===== src/rtl/tbsync_pkg.sv =====
package tbsync_pkg;

  localparam int REG_W = 64;

  // Bit n counted from the most significant end sits at index REG_W-1-n.
  function automatic int msb_bit(input int n);
    return REG_W - 1 - n;
  endfunction

  localparam int B_MODE  = msb_bit(14);
  localparam int B_LOAD  = msb_bit(16);
  localparam int B_MOVE  = msb_bit(18);
  localparam int B_CLR   = msb_bit(24);
  localparam int CTL_LO  = msb_bit(24);
  localparam int CUR_HI  = msb_bit(28);
  localparam int CUR_LO  = msb_bit(31);
  localparam int PRV_HI  = msb_bit(32);
  localparam int PRV_LO  = msb_bit(35);
  localparam int B_VALID = msb_bit(40);
  localparam int B_SYNC  = msb_bit(42);

  typedef enum logic [3:0] {
    ST_RESET     = 4'h0,
    ST_SEND_MOD  = 4'h1,
    ST_NOT_SET   = 4'h2,
    ST_SYNC_WAIT = 4'h6,
    ST_GET_TOD   = 4'h7,
    ST_RUNNING   = 4'h8,
    ST_ERROR     = 4'h9
  } tb_state_e;

  // Shift current state into history, install new state, update valid.
  function automatic logic [REG_W-1:0] enter_state(input logic [REG_W-1:0] r,
                                                   input tb_state_e s);
    logic [REG_W-1:0] o;
    o = r;
    o[PRV_HI:PRV_LO] = r[CUR_HI:CUR_LO];
    o[CUR_HI:CUR_LO] = s;
    o[B_VALID]       = (s == ST_RUNNING);
    return o;
  endfunction

endpackage


===== src/rtl/tbsync_countdown.sv =====
module tbsync_countdown #(
  parameter int CNT_W = 2
) (
  input  logic             clk,
  input  logic             rst,
  input  logic             load,
  input  logic [CNT_W-1:0] load_val,
  input  logic             dec,
  output logic             zero
);

  logic [CNT_W-1:0] cnt_q;

  always_ff @(posedge clk) begin
    if (rst) begin
      cnt_q <= '0;
    end else if (load) begin
      cnt_q <= load_val;
    end else if (dec && (cnt_q != '0)) begin
      cnt_q <= cnt_q - 1'b1;
    end
  end

  assign zero = (cnt_q == '0);

endmodule


===== src/rtl/tbsync_next.sv =====
module tbsync_next
  import tbsync_pkg::*;
(
  input  logic [REG_W-1:0] word_q,
  input  logic             ready_q,
  input  logic             tod_seen_q,
  input  logic             wr_en,
  input  logic [REG_W-1:0] wr_data,
  input  logic             poll,
  input  logic             st_zero,
  input  logic             sy_zero,
  output logic [REG_W-1:0] word_n,
  output logic             ready_n,
  output logic             tod_clr,
  output logic             st_load,
  output logic             sy_load,
  output logic             st_dec,
  output logic             sy_dec
);

  tb_state_e st;
  logic [REG_W-1:0] merged;
  logic unused_status;

  assign st = tb_state_e'(word_q[CUR_HI:CUR_LO]);
  assign unused_status = ^wr_data[CTL_LO-1:0];

  // Written control bits replace stored ones; a write always clears sync.
  always_comb begin
    merged = word_q;
    merged[REG_W-1:CTL_LO] = wr_data[REG_W-1:CTL_LO];
    merged[B_SYNC] = 1'b0;
  end

  always_comb begin
    word_n  = word_q;
    ready_n = ready_q;
    tod_clr = 1'b0;
    st_load = 1'b0;
    sy_load = 1'b0;
    st_dec  = 1'b0;
    sy_dec  = 1'b0;

    if (wr_en) begin
      if (!wr_data[B_MODE]) begin
        word_n[CUR_HI:CUR_LO] = 4'h0;
        word_n[PRV_HI:PRV_LO] = 4'h0;
      end else begin
        sy_load = 1'b1;
        if (wr_data[B_LOAD] && wr_data[B_MOVE]) begin
          word_n  = enter_state(merged, ST_ERROR);
          ready_n = 1'b0;
        end else if (wr_data[B_CLR]) begin
          word_n = enter_state(merged, ST_RESET);
          word_n[B_CLR]  = 1'b0;
          word_n[B_LOAD] = 1'b0;
          word_n[B_MOVE] = 1'b0;
          ready_n = 1'b0;
          tod_clr = 1'b1;
        end else if (st == ST_ERROR) begin
          word_n = word_q;
        end else begin
          word_n = merged;
          if (wr_data[B_LOAD]) begin
            st_load = 1'b1;
          end else if (wr_data[B_MOVE]) begin
            if (st == ST_NOT_SET) begin
              word_n  = enter_state(merged, ST_SYNC_WAIT);
              ready_n = 1'b1;
              st_load = 1'b1;
            end else begin
              word_n  = enter_state(merged, ST_ERROR);
              ready_n = 1'b0;
            end
          end
        end
      end
    end else if (poll && word_q[B_MODE] && (st != ST_ERROR)) begin
      if (!sy_zero) sy_dec = 1'b1;
      else          word_n[B_SYNC] = 1'b1;

      if (!st_zero) begin
        st_dec = 1'b1;
      end else if (word_q[B_LOAD]) begin
        word_n[B_LOAD] = 1'b0;
        if (st == ST_GET_TOD) begin
          word_n = enter_state(word_n, ST_ERROR);
        end else begin
          word_n = enter_state(enter_state(word_n, ST_SEND_MOD), ST_NOT_SET);
        end
      end else if (word_q[B_MOVE]) begin
        if (st == ST_SYNC_WAIT) begin
          word_n  = enter_state(word_n, ST_GET_TOD);
          st_load = 1'b1;
        end else if (st == ST_GET_TOD) begin
          if (tod_seen_q) begin
            word_n = enter_state(word_n, ST_RUNNING);
            word_n[B_MOVE] = 1'b0;
            ready_n = 1'b0;
            tod_clr = 1'b1;
          end
        end else begin
          word_n  = enter_state(word_n, ST_ERROR);
          ready_n = 1'b0;
        end
      end
    end
  end

endmodule


===== src/rtl/tbsync_ctrl.sv =====
module tbsync_ctrl
  import tbsync_pkg::*;
#(
  parameter int STATE_DELAY = 3,
  parameter int PULSE_DELAY = 1
) (
  input  logic             clk,
  input  logic             rst,
  input  logic             wr_en,
  input  logic [REG_W-1:0] wr_data,
  input  logic             rd_en,
  output logic [REG_W-1:0] rd_data,
  input  logic             tod_sent,
  output logic             tod_ready
);

  localparam int MAX_DELAY = (STATE_DELAY > PULSE_DELAY) ? STATE_DELAY : PULSE_DELAY;
  localparam int CNT_W     = $clog2(MAX_DELAY + 1);
  localparam int N_CNT     = 2;

  logic [REG_W-1:0] word_q, word_n;
  logic             ready_q, ready_n;
  logic             tod_seen_q;
  logic             tod_clr;
  logic             poll;
  logic             st_load, sy_load, st_dec, sy_dec;

  logic             cnt_load [N_CNT];
  logic             cnt_dec  [N_CNT];
  logic             cnt_zero [N_CNT];
  logic [CNT_W-1:0] cnt_val  [N_CNT];

  assign poll = rd_en && !wr_en;

  // Index 0: state countdown, index 1: sync pulse countdown.
  assign cnt_load[0] = st_load;
  assign cnt_dec[0]  = st_dec;
  assign cnt_val[0]  = CNT_W'(STATE_DELAY);
  assign cnt_load[1] = sy_load;
  assign cnt_dec[1]  = sy_dec;
  assign cnt_val[1]  = CNT_W'(PULSE_DELAY);

  for (genvar i = 0; i < N_CNT; i++) begin : g_cnt
    tbsync_countdown #(.CNT_W(CNT_W)) u_cnt (
      .clk      (clk),
      .rst      (rst),
      .load     (cnt_load[i]),
      .load_val (cnt_val[i]),
      .dec      (cnt_dec[i]),
      .zero     (cnt_zero[i])
    );
  end

  tbsync_next u_next (
    .word_q     (word_q),
    .ready_q    (ready_q),
    .tod_seen_q (tod_seen_q),
    .wr_en      (wr_en),
    .wr_data    (wr_data),
    .poll       (poll),
    .st_zero    (cnt_zero[0]),
    .sy_zero    (cnt_zero[1]),
    .word_n     (word_n),
    .ready_n    (ready_n),
    .tod_clr    (tod_clr),
    .st_load    (st_load),
    .sy_load    (sy_load),
    .st_dec     (st_dec),
    .sy_dec     (sy_dec)
  );

  always_ff @(posedge clk) begin
    if (rst) begin
      word_q     <= '0;
      ready_q    <= 1'b0;
      tod_seen_q <= 1'b0;
      rd_data    <= '0;
    end else begin
      word_q     <= word_n;
      ready_q    <= ready_n;
      tod_seen_q <= tod_clr ? 1'b0 : (tod_seen_q | tod_sent);
      if (poll) begin
        rd_data <= word_n | (REG_W'(1) << B_MODE);
      end
    end
  end

  assign tod_ready = ready_q;

endmodule


===== config.mk =====
export PLATFORM = sky130hd
export DESIGN_NAME = tbsync_ctrl
export DESIGN_NICKNAME = d
export VERILOG_FILES = /design/src/rtl/tbsync_pkg.sv /design/src/rtl/tbsync_countdown.sv /design/src/rtl/tbsync_next.sv /design/src/rtl/tbsync_ctrl.sv
export SDC_FILE = /design/constraint.sdc
export NUM_CORES = 1
export LEC_CHECK = 0
export BUFFER_PORTS_ARGS = -buffer_cell sky130_fd_sc_hd__buf_2
export CORE_ASPECT_RATIO = 1.1
export CORE_UTILIZATION = 40
export DETAILED_ROUTE_END_ITERATION = 16
export GPL_ROUTABILITY_DRIVEN = 0
export GPL_TIMING_DRIVEN = 0
export SYNTH_ARGS = -nofsm -noshare
export SYNTH_HDL_FRONTEND = slang
export SYNTH_HIERARCHICAL = 1
export SYNTH_SLANG_ARGS = --single-unit

===== constraint.sdc =====
create_clock -name clk -period 5.15 [get_ports clk]
set_input_delay 1.545 -clock clk [delete_from_list [all_inputs] [get_ports clk]]
set_output_delay 1.545 -clock clk [all_outputs]
set_load 0.01 [all_outputs]

==> flow_summary.json <==
{
  "postCtsSetupBuffers": 0,
  "grt_pass1_vias": 4298,
  "ys_seq_elements": 134,
  "holdBufCountCts": 0,
  "overflow": 0,
  "cts_tree": "done",
  "fin_crit_sh": 0.7203,
  "synthFlopType": "dfxtp_1",
  "pwr-share-clk": 0.505,
  "drt_iter0_drc": 165,
  "dp_cells": 846,
  "yosysTopAreaCell": "dfxtp_1",
  "synth_fa_ha_area_frac": 0.004209,
  "drive_above_1_share": 0.3883,
  "firstDrtPassIters": 5,
  "io_pins": 134,
  "vias": 4200,
  "path_cells": "buf_2, nand2b_1, buf_2, inv_2, buf_4, nand3_1, a311oi_4, o31a_1, o31ai_1, nor2b_1, mux2_2",
  "ctsResizeCount": 0,
  "synth-seq-area-share": 0.4512,
  "setup_violations": 0,
  "layout_setup_ws_ns": 1.440,
  "worst-r2r-setup-slack_ns": 2.79,
  "wl_per_cell_microns": 14.31,
  "slowest_delay_ns": 0.53,
  "cts-buffers-inserted": 17,
  "synth_area_leaders": "dfxtp_1 (45%), nor2b_1 (12%), mux2_2 (10%)",
  "cp.arrival_ns": 4.01,
  "drt_drc_violations_left": 0,
  "start_util": 0.4116,
  "final_core_util": 0.5044,
  "hold_class": "reg -> reg",
  "p_per_area_nw_per_um2": 343.6,
  "swShare": 0.2122,
  "drv_slew": 0,
  "synth_area_sq_um": 5946,
  "final_cells": 877,
  "grt_pass1_wl_microns": 20760,
  "fmax_mhz": 269.6,
  "tightest_slew_ns": 0.5133,
  "status": "finished clean",
  "synth_top_family_by_area": "simple AND/OR/NAND/NOR gates",
  "setup_tns_ns": 0,
  "yosys-top-cells-count": "dfxtp_1 (134), nor2b_1 (112), mux2_2 (55)",
  "avgSynthCellArea_sq_um": 10.64,
  "intPower_mw": 1.972,
  "clock_path_buffers": 2,
  "r2r_cells": 8,
  "htreeDepth": 4,
  "area_growth_pct": 22.56,
  "finalHoldViolCount": 0,
  "critPathCaptureType": "flop",
  "rsz0062_at_grt": "false",
  "fin_crit_ns": 3.710,
  "crit_fanout": 12,
  "criticalPathCategory": "in -> reg",
  "clock-root-buffer": "clkbuf_16",
  "dieHeight_microns": 129.9,
  "path_clk_slew_ns": 0.05,
  "antennaDiodeCount": 0,
  "synth_mux_area_frac": 0.1782,
  "leakage_nw": 3.308,
  "grt_max_degree": 17,
  "dp_slack_ns": 1.047,
  "via_per_inst": 4.789,
  "synth-compound-area-share": 0.07597,
  "cp_slowest_cell": "a311oi_4",
  "p_comb_frac": 0.068,
  "hold_depth": 2,
  "dieWidth_microns": 118.2,
  "die_area_sq_um": 15360,
  "seqPwrFrac": 0.427,
  "synth_async_sr_flop_share": 0,
  "cp-start-kind": "primary input",
  "max-slew-margin-rel": 0.6546,
  "synth_top_area_frac": 0.4512,
  "switching_power_uw": 531.3,
  "synthCells": 559,
  "post-synth-top-count-cell": "dfxtp_1",
  "yosysWarnings": 6,
  "yosys.area_share.simple": 0.2052,
  "critPathMostFrequentCell": "buf_2",
  "required_ns": 5.45,
  "ant_nets": 0,
  "clk_latency_ns": 0.42,
  "ir_worst_vdd_v": 0.0001912,
  "core_area_sq_um": 14450,
  "clock-sinks": 134,
  "antenna_found_initial": 0,
  "synth_edf_count": 0,
  "grt.total_usage": 0.1734,
  "hpwl_microns": 8866,
  "io_buffers": 93,
  "nets": 744,
  "yosysUniqueCellTypes": 60,
  "fin_worst_skew_ns": 0.007946,
  "yosys.area_share.xor_xnor": 0.002946,
  "rows": 46,
  "finalWirelength_microns": 12550,
  "drv_cap": 0
}
path summary, 6_finish.rpt:
| kind | startpoint | endpoint |
|---|---|---|
| setup reg to reg | g_cnt[0].u_cnt/cnt_q[0]$_SDFFE_PP0P_ | rd_data[35]$_SDFFE_PP0P_ |
| hold / removal | rd_data[49]$_SDFFE_PP0P_ | rd_data[49]$_SDFFE_PP0P_ |
| setup / recovery | wr_en | rd_data[35]$_SDFFE_PP0P_ |
| hold reg to reg | rd_data[49]$_SDFFE_PP0P_ | rd_data[49]$_SDFFE_PP0P_ |
layout make-up:
cell class | count | area [sq um]
plain buffers | 61 | 421.7
flip-flops and latches | 134 | 2683
clock inverters | 7 | 116.4
repair buffers | 93 | 465.4
well taps | 192 | 240.2
clock buffers | 24 | 511.7
inverters | 16 | 60.06
multi-input cells | 350 | 2789
fillers | 1357 | 7159
cells in the final DEF, fill, tap and decap left out, types with 3 or more instances in the layout:
master	instances
a21oi_1	11
and2b_1	18
buf_2	106
buf_4	39
buf_6	4
bufinv_16	3
clkbuf_1	6
clkbuf_16	17
clkbuf_8	6
conb_1	4
dfxtp_1	134
inv_1	14
mux2_1	12
mux2_2	55
mux2_4	17
mux2i_1	5
nand2_1	14
nand2b_1	4
nand3_1	7
nand3b_1	4
nor2_1	17
nor2b_1	112
nor3_1	4
nor4_1	3
o211ai_1	4
o21ai_0	7
o31a_1	3
o31ai_1	4
o32ai_1	3
worst max-delay path: cells and delay by family:
kind / cells / cell delay (ns)
AO/OA/AOI/OAI: 3 / 0.86
buffers and inverters: 4 / 0.69
AND/OR/NAND/NOR: 3 / 0.65
multiplexers: 1 / 0.26
metrics by stage:
stage | hold slack [ns] | cell area, sq um | total power, mW
2_1_floorplan | 0.4696 | 5953 | 1.208
3_3_place_gp | 0.4357 | 6659 | 1.258
3_5_place_dp | 0.4493 | 6659 | 1.262
4_1_cts | 0.4553 | 7287 | 2.534
5_1_grt | 0.4863 | 7287 | 2.598
6_report | 0.4510 | 7287 | 2.504
flip-flops by register name (all words and copies together) (netlist names):
| name | count |
|---|---|
| tod_seen_q | 1 |
| tod_ready | 1 |
| g_cnt.u_cnt/cnt_q | 4 |
| word_q | 64 |
| rd_data | 64 |
metal layers:
metal / vias to the layer above / track usage / wire (microns)
met1: 1975 / 0.2022 / 5474
met2: 121 / 0.2958 / 6125
met4: 0 / 0.07919 / 255
met5: - / 0 / 0
li1: 2079 / - / -
met3: 25 / 0.05114 / 694
cell families (layout without fill, tap and decap cells):
kind of cell	count (synthesis)	after routing
AND/OR/NAND/NOR	197	197
flip-flops	134	134
multiplexers	89	89
buffers and inverters	77	201
AO/OA/AOI/OAI	56	56
adder cells (fa/ha/maj)	2	2
other	2	4
XOR/XNOR	2	2
power by group through the flow:
stage          registers (mW)  logic, mW  clock network (mW)
3_5_place_dp             1.09      0.171                   0
4_1_cts                  1.07      0.172                1.29
2_1_floorplan            1.09      0.117                   0
3_3_place_gp             1.09      0.168                   0
6_report                 1.07      0.170                1.26
5_1_grt                  1.07      0.187                1.34
Note: power is estimated with default switching activity, not from simulation.
